**config.mk**
```make
export PLATFORM = sky130hd
export DESIGN_NAME = exec_unit
export DESIGN_NICKNAME = d
export VERILOG_FILES = /design/src/rtl/exec_pkg.sv /design/src/rtl/exec_mul.sv /design/src/rtl/exec_div.sv /design/src/rtl/exec_ctrl.sv /design/src/rtl/exec_datapath.sv /design/src/rtl/exec_unit.sv
export SDC_FILE = /design/constraint.sdc
export NUM_CORES = 1
export LEC_CHECK = 0
export ABC_AREA = 0
export CORE_ASPECT_RATIO = 1.5
export CORE_UTILIZATION = 28
export CTS_BUF_LIST = sky130_fd_sc_hd__clkbuf_8
export DETAILED_ROUTE_END_ITERATION = 16
export PLACE_DENSITY = 0.44
export SYNTH_ARGS = -nofsm -noshare
export SYNTH_HDL_FRONTEND = slang
export SYNTH_SLANG_ARGS = --single-unit
```
**constraint.sdc**
```tcl
create_clock -name clk -period 8.6 [get_ports clk]
set_input_delay 2.58 -clock clk [delete_from_list [all_inputs] [get_ports clk]]
set_output_delay 2.58 -clock clk [all_outputs]
set_load 0.02 [all_outputs]
```
**src/rtl/exec_pkg.sv**
```systemverilog
package exec_pkg;

  localparam logic [2:0] MODE_IDLE  = 3'd0;
  localparam logic [2:0] MODE_LOGIC = 3'd1;
  localparam logic [2:0] MODE_SHIFT = 3'd2;
  localparam logic [2:0] MODE_CMP   = 3'd3;
  localparam logic [2:0] MODE_ADD   = 3'd4;
  localparam logic [2:0] MODE_MUL   = 3'd5;
  localparam logic [2:0] MODE_DIV   = 3'd6;
  localparam logic [2:0] MODE_REM   = 3'd7;

  typedef enum logic [1:0] {
    CAP_PROD = 2'd0,
    CAP_QUOT = 2'd1,
    CAP_REM  = 2'd2
  } cap_sel_e;

  typedef struct packed {
    logic     startMul;
    logic     startDiv;
    logic     capture;
    cap_sel_e capSel;
    logic     showHold;
  } ctrl_strobe_t;

endpackage

```
**src/rtl/exec_mul.sv**
```systemverilog
module exec_mul #(
  parameter int WIDTH = 32
) (
  input  logic             clk,
  input  logic             rstN,
  input  logic             startIn,
  input  logic [WIDTH-1:0] a,
  input  logic [WIDTH-1:0] b,
  output logic             doneOut,
  output logic [WIDTH-1:0] prodOut
);
  localparam int CW = $clog2(WIDTH + 1);

  logic [WIDTH-1:0] acc, mcand, mplier;
  logic [CW-1:0]    cnt;
  logic             busy;

  always_ff @(posedge clk or negedge rstN) begin
    if (!rstN) begin
      acc     <= '0;
      mcand   <= '0;
      mplier  <= '0;
      cnt     <= '0;
      busy    <= 1'b0;
      doneOut <= 1'b0;
    end else begin
      doneOut <= 1'b0;
      if (startIn) begin
        acc    <= '0;
        mcand  <= a;
        mplier <= b;
        cnt    <= CW'(WIDTH);
        busy   <= 1'b1;
      end else if (busy) begin
        if (mplier[0]) acc <= acc + mcand;
        mcand  <= mcand << 1;
        mplier <= mplier >> 1;
        cnt    <= cnt - 1'b1;
        if (cnt == CW'(1)) begin
          busy    <= 1'b0;
          doneOut <= 1'b1;
        end
      end
    end
  end

  assign prodOut = acc;
endmodule

```
**src/rtl/exec_div.sv**
```systemverilog
module exec_div #(
  parameter int WIDTH = 32
) (
  input  logic             clk,
  input  logic             rstN,
  input  logic             startIn,
  input  logic [WIDTH-1:0] a,
  input  logic [WIDTH-1:0] b,
  output logic             doneOut,
  output logic [WIDTH-1:0] quotOut,
  output logic [WIDTH-1:0] remOut
);
  localparam int CW = $clog2(WIDTH + 1);

  logic [WIDTH-1:0] quo, rem, dvs, dividend;
  logic [WIDTH:0]   partial;
  logic [CW-1:0]    cnt;
  logic             busy, negQ, negR, zeroDiv;

  assign partial = {rem, quo[WIDTH-1]};

  always_ff @(posedge clk or negedge rstN) begin
    if (!rstN) begin
      quo      <= '0;
      rem      <= '0;
      dvs      <= '0;
      dividend <= '0;
      cnt      <= '0;
      busy     <= 1'b0;
      negQ     <= 1'b0;
      negR     <= 1'b0;
      zeroDiv  <= 1'b0;
      doneOut  <= 1'b0;
    end else begin
      doneOut <= 1'b0;
      if (startIn) begin
        quo      <= a[WIDTH-1] ? -a : a;
        dvs      <= b[WIDTH-1] ? -b : b;
        rem      <= '0;
        dividend <= a;
        negQ     <= a[WIDTH-1] ^ b[WIDTH-1];
        negR     <= a[WIDTH-1];
        zeroDiv  <= (b == '0);
        cnt      <= CW'(WIDTH);
        busy     <= 1'b1;
      end else if (busy) begin
        if (partial >= {1'b0, dvs}) begin
          rem <= WIDTH'(partial - {1'b0, dvs});
          quo <= {quo[WIDTH-2:0], 1'b1};
        end else begin
          rem <= partial[WIDTH-1:0];
          quo <= {quo[WIDTH-2:0], 1'b0};
        end
        cnt <= cnt - 1'b1;
        if (cnt == CW'(1)) begin
          busy    <= 1'b0;
          doneOut <= 1'b1;
        end
      end
    end
  end

  assign quotOut = zeroDiv ? '1 : (negQ ? -quo : quo);
  assign remOut  = zeroDiv ? dividend : (negR ? -rem : rem);
endmodule

```
**src/rtl/exec_ctrl.sv**
```systemverilog
module exec_ctrl
  import exec_pkg::*;
(
  input  logic         clk,
  input  logic         rstN,
  input  logic [2:0]   opMode,
  input  logic         fpSel,
  input  logic         stallIn,
  input  logic         unitValid,
  output ctrl_strobe_t strobe,
  output logic         stallOut
);
  typedef enum logic [1:0] {ST_IDLE, ST_BUSY, ST_DONE} state_e;

  state_e   state;
  cap_sel_e kindReg;
  logic     isLong, startOp;

  assign isLong  = !fpSel && (opMode >= MODE_MUL);
  assign startOp = (state == ST_IDLE) && isLong && !stallIn;

  always_comb begin
    strobe.startMul = startOp && (opMode == MODE_MUL);
    strobe.startDiv = startOp && (opMode != MODE_MUL);
    strobe.capture  = (state == ST_BUSY) && unitValid;
    strobe.capSel   = kindReg;
    strobe.showHold = isLong;
  end

  assign stallOut = startOp || (state == ST_BUSY);

  always_ff @(posedge clk or negedge rstN) begin
    if (!rstN) begin
      state   <= ST_IDLE;
      kindReg <= CAP_PROD;
    end else begin
      unique case (state)
        ST_IDLE: if (startOp) begin
          state   <= ST_BUSY;
          kindReg <= (opMode == MODE_MUL) ? CAP_PROD :
                     (opMode == MODE_DIV) ? CAP_QUOT : CAP_REM;
        end
        ST_BUSY: if (unitValid) state <= ST_DONE;
        ST_DONE: if (!stallIn)  state <= ST_IDLE;
        default: state <= ST_IDLE;
      endcase
    end
  end
endmodule

```
**src/rtl/exec_datapath.sv**
```systemverilog
module exec_datapath
  import exec_pkg::*;
#(
  parameter int WIDTH = 32
) (
  input  logic             clk,
  input  logic             rstN,
  input  ctrl_strobe_t     strobe,
  input  logic [2:0]       opMode,
  input  logic [1:0]       opOpt,
  input  logic             fpSel,
  input  logic [WIDTH-1:0] a,
  input  logic [WIDTH-1:0] b,
  output logic             unitValid,
  output logic [WIDTH-1:0] result
);
  localparam int SW = $clog2(WIDTH);

  logic [WIDTH-1:0] prod, quot, remd, holdReg, quick;
  logic             mulDone, divDone, cmpBit;
  logic [SW-1:0]    shAmt;

  exec_mul #(.WIDTH(WIDTH)) u_mul (
    .clk(clk), .rstN(rstN), .startIn(strobe.startMul),
    .a(a), .b(b), .doneOut(mulDone), .prodOut(prod)
  );

  exec_div #(.WIDTH(WIDTH)) u_div (
    .clk(clk), .rstN(rstN), .startIn(strobe.startDiv),
    .a(a), .b(b), .doneOut(divDone), .quotOut(quot), .remOut(remd)
  );

  assign unitValid = mulDone || divDone;
  assign shAmt     = b[SW-1:0];

  always_ff @(posedge clk or negedge rstN) begin
    if (!rstN) holdReg <= '0;
    else if (strobe.capture) begin
      unique case (strobe.capSel)
        CAP_QUOT: holdReg <= quot;
        CAP_REM:  holdReg <= remd;
        default:  holdReg <= prod;
      endcase
    end
  end

  always_comb begin
    unique case (opOpt)
      2'd0:    cmpBit = $signed(a) < $signed(b);
      2'd1:    cmpBit = a < b;
      2'd2:    cmpBit = a == b;
      default: cmpBit = a != b;
    endcase
  end

  always_comb begin
    quick = '0;
    case (opMode)
      MODE_LOGIC: begin
        unique case (opOpt)
          2'd0:    quick = a & b;
          2'd1:    quick = a | b;
          2'd2:    quick = a ^ b;
          default: quick = '0;
        endcase
      end
      MODE_SHIFT: begin
        if (!opOpt[1])     quick = a << shAmt;
        else if (opOpt[0]) quick = $signed(a) >>> shAmt;
        else               quick = a >> shAmt;
      end
      MODE_CMP: quick = {{(WIDTH-1){1'b0}}, cmpBit};
      MODE_ADD: quick = opOpt[0] ? a - b : a + b;
      default:  quick = '0;
    endcase
  end

  assign result = fpSel ? '0 : (strobe.showHold ? holdReg : quick);
endmodule

```
**src/rtl/exec_unit.sv**
```systemverilog
module exec_unit
  import exec_pkg::*;
#(
  parameter int WIDTH = 32
) (
  input  logic             clk,
  input  logic             rstN,
  input  logic [2:0]       opMode,
  input  logic [1:0]       opOpt,
  input  logic             fpSel,
  input  logic             stallIn,
  output logic             stallOut,
  input  logic [WIDTH-1:0] operandA,
  input  logic [WIDTH-1:0] operandB,
  output logic [WIDTH-1:0] result
);
  ctrl_strobe_t strobe;
  logic         unitValid;

  exec_ctrl u_ctrl (
    .clk(clk), .rstN(rstN), .opMode(opMode), .fpSel(fpSel),
    .stallIn(stallIn), .unitValid(unitValid), .strobe(strobe),
    .stallOut(stallOut)
  );

  exec_datapath #(.WIDTH(WIDTH)) u_dp (
    .clk(clk), .rstN(rstN), .strobe(strobe), .opMode(opMode),
    .opOpt(opOpt), .fpSel(fpSel), .a(operandA), .b(operandB),
    .unitValid(unitValid), .result(result)
  );
endmodule

```
==> impl_metrics.env <==
export IMPL_worstSetupPathType="input pin to output pin"
export IMPL_pwr_share_clk_pct=14.4
export IMPL_ant_nets=0
export IMPL_grt_max_degree=106
export IMPL_p_seq_share_pct=28.3
export IMPL_cts_clk_slew_worst_paths_ps=60
export IMPL_tritoncts="built"
export IMPL_holdWs_ps=477
export IMPL_ioPinCount=106
export IMPL_dp_cells=5061
export IMPL_total_power_mw=9.61
export IMPL_dr_first_iter_drc_count=2251
export IMPL_async_reset_ff_share_pct=100
export IMPL_grtUsageTotal_pct=26.7
export IMPL_avgSynthCellArea_sq_um=7.94
export IMPL_ys_warn_count=0
export IMPL_met1_usage_pct=30.6
export IMPL_first_global_vias=28265
export IMPL_grt_busiest_layer="met2"
export IMPL_period_needed_ps=8570
export IMPL_ir_drop_mv=0.141
export IMPL_max_clock_freq_mhz=117
export IMPL_overflow=0
export IMPL_worst_slew_pin_slew_ps=1100
export IMPL_cpMaxStageDelayCell="clkdlybuf4s50_1"
export IMPL_cp_data_arrival_time_ps=5990
export IMPL_drc=0
export IMPL_cts_sinks=278
export IMPL_core_sq_um=97400
export IMPL_synth_cell_types=78
export IMPL_netSwitchingPower_mw=4.73
export IMPL_status="complete, no violations"
export IMPL_finalMaxSlewViolations=0
export IMPL_grt_pass1_wl_microns=196000
export IMPL_mostFrequentLayoutCells="467 x buf_4, 400 x o21ai_0, 379 x nand2_1"
export IMPL_first_pass_iters=6
export IMPL_cap_violations=0
export IMPL_synth_yosys_seq_area_share_pct=25.2
export IMPL_rows=140
export IMPL_hold_viol=0
export IMPL_ys_seq_elements=278
export IMPL_vias=28513
export IMPL_use_met2_pct=46.7
export IMPL_synth_edf_count=0
export IMPL_nNetsFinal=4089
export IMPL_p_comb_share_pct=57.4
export IMPL_die_x_microns=258
export IMPL_startpoint_type="input pin"
export IMPL_drive_above_1_share_pct=19.5
export IMPL_antenna_found_initial=5
export IMPL_port_buffers=105
export IMPL_clock_latency_ps=710
export IMPL_crit_top_cell="buf_4"
export IMPL_critPathMaxFanout=5
export IMPL_tns_ps=0
export IMPL_cts_hold_buffers=0
export IMPL_p_sw_share_pct=49.2
export IMPL_p_leak_nw=15.3
export IMPL_yosys_area_top_type="dfrtp_1"
export IMPL_cts_buffer_depth=3
export IMPL_slowest_delay_ps=530
export IMPL_die_area_sq_um=99800
export IMPL_cts_root_buf="clkbuf_8"
export IMPL_instances_no_fill=5162
export IMPL_hold_class="flop to flop"
export IMPL_final_common_cell="buf_4"
export IMPL_wl_microns=136000
export IMPL_synth_top_area_share_pct=25.2
export IMPL_avgViaCountPerCell=5.52
export IMPL_clock_skew_ps=80.0
export IMPL_cp_required_ps=6020
export IMPL_rsz0062_at_grt="true"
export IMPL_synthTopCellsByArea="dfrtp_1 25%, ha_1 7.7%, mux2i_1 7.4%"
export IMPL_gp_congestion=0.969
export IMPL_grt_use_met3_pct=2.41
export IMPL_syn_nets=3719
export IMPL_endpoint_kind="output pin"
export IMPL_crit_path_cell_trace="clkdlybuf4s50_1 > buf_4 > buf_4 > buf_12 > mux4_2 > mux2i_1 > o21ai_0 > a32oi_1 > o311ai_0 > a22o_1 > a221oi_1 > nand2_1 > dlygate4sd2_1"
export IMPL_power_density_nw_per_um2=278
export IMPL_relSlewSlack_pct=26.4
export IMPL_finalCritPeriodShare_pct=99.7
export IMPL_hpwlAfterDp_microns=107000
export IMPL_synth_ff_type="dfrtp_1"
export IMPL_initial_core_util_pct=28.3
export IMPL_syn_area_sq_um=27600
export IMPL_dieHeight_microns=386
export IMPL_htree_levels=2
export IMPL_intPower_mw=4.88
export IMPL_wl_per_cell_microns=26.3
export IMPL_setup_violations_final=0
export IMPL_fillCellCount=10501
export IMPL_syn_to_final_growth_pct=25.3
export IMPL_cts_inserted_buffers=51
export IMPL_syn_inst=3472
final timing paths:
| check | startpoint | end | slack [ps] | depth (start not counted) |
|---|---|---|---|---|
| setup / recovery | operandA[28] | result[29] | 30 | 13 |
| hold / removal | u_dp.u_div.dvs[26]$_DFFE_PN0P_ | u_dp.u_div.dvs[26]$_DFFE_PN0P_ | 480 | 2 |
| setup reg to reg | u_dp.u_div.rem[17]$_DFFE_PN0P_ | u_dp.u_div.rem[12]$_DFFE_PN0P_ | 4410 | 11 |
| hold reg to reg | u_dp.u_div.dvs[26]$_DFFE_PN0P_ | u_dp.u_div.dvs[26]$_DFFE_PN0P_ | 480 | 2 |
| max in group asynchronous | rstN | u_dp.u_div.busy$_DFF_PN0_ | 5470 | 2 |
| min in group asynchronous | rstN | u_dp.u_mul.cnt[5]$_DFFE_PN0P_ | 1890 | 1 |
routing by layer:
layer / vias to the layer above / part of all wire, %
met3: 271 / 4.0
li1: 13341 / -
met5: - / 0.029
met1: 13973 / 39
met4: 6 / 8.2
met2: 922 / 49
cell usage after synthesis, types with 36 or more instances:
cell,number
o21ai_0,410
nand2_1,379
a21oi_1,287
dfrtp_1,278
nor2_1,250
clkbuf_1,220
mux2i_1,205
ha_1,170
inv_1,152
xnor2_1,146
mux4_2,65
nor3_1,64
o31ai_1,59
o22ai_1,56
nand3_1,49
xor2_1,49
or3_1,37
o211ai_1,36
worst max-delay path: cells and delay by family:
family | cells | cell delay, ps
AO/OA/AOI/OAI | 5 | 1190
buffers and inverters | 5 | 1340
AND/OR/NAND/NOR | 1 | 130
multiplexers | 2 | 730
power groups by stage:
stage / Sequential, mW / Clock, mW / Combinational, mW
final: 2.72 / 1.38 / 5.52
after global routing: 2.77 / 1.47 / 6.05
after CTS: 2.71 / 1.43 / 5.46
after detailed placement: 2.73 / 0 / 5.43
after global placement: 2.72 / 0 / 5.41
after floorplan: 2.24 / 0 / 3.88
final cells by class:
class                           instances  area, sq um  share of cell area (%)
Timing Repair Buffer                  585         4830                    14.0
Clock inverter                         30          206                   0.597
Clock buffer                           62          853                    2.47
Multi-Input combinational cell       2770        19500                    56.5
Antenna cell                            3         7.51                  0.0217
Tap cell                             1278         1600                    4.63
Inverter                              156          589                    1.71
Sequential cell                       278         6960                    20.1
state kept, by name, indices dropped and copies added (netlist names), 2 cells and up:
name,flops
u_dp.u_mul.cnt,6
u_ctrl.kindReg,2
u_dp.u_div.rem,32
u_dp.u_div.cnt,6
u_dp.u_div.dividend,32
u_ctrl.state,2
u_dp.u_mul.prodOut,32
u_dp.u_mul.mcand,32
u_dp.u_mul.mplier,32
u_dp.holdReg,32
u_dp.u_div.quo,32
u_dp.u_div.dvs,32
metrics by stage:
step	util [%]	setup slack, ps	instance area (sq um)
6_report	35.5	28.6	34600
5_1_grt	35.5	-53.0	34600
4_1_cts	35.0	-62.4	34100
3_5_place_dp	33.8	-639	33000
3_3_place_gp	33.8	-590	33000
2_1_floorplan	-	19.2	27600
kinds of logic after synthesis:
logic type	share of synthesized area [%]
AOI/OAI and AO/OA	24.8
xor gates and xnor gates	6.19
adders and majority gates	8.00
buffers and inverters	5.86
DFF	25.2
muxes	13.1
and+or+nand+nor	16.8
repair_timing:
item / in CTS / in global routing
hold endpoints to repair: 0 / 0
pin swaps: 12 / 24
buffers inserted: 2 / 4
setup endpoints to repair: 28 / 22
gates resized for setup: 69 / 89
(Power assumes the default switching activity.)
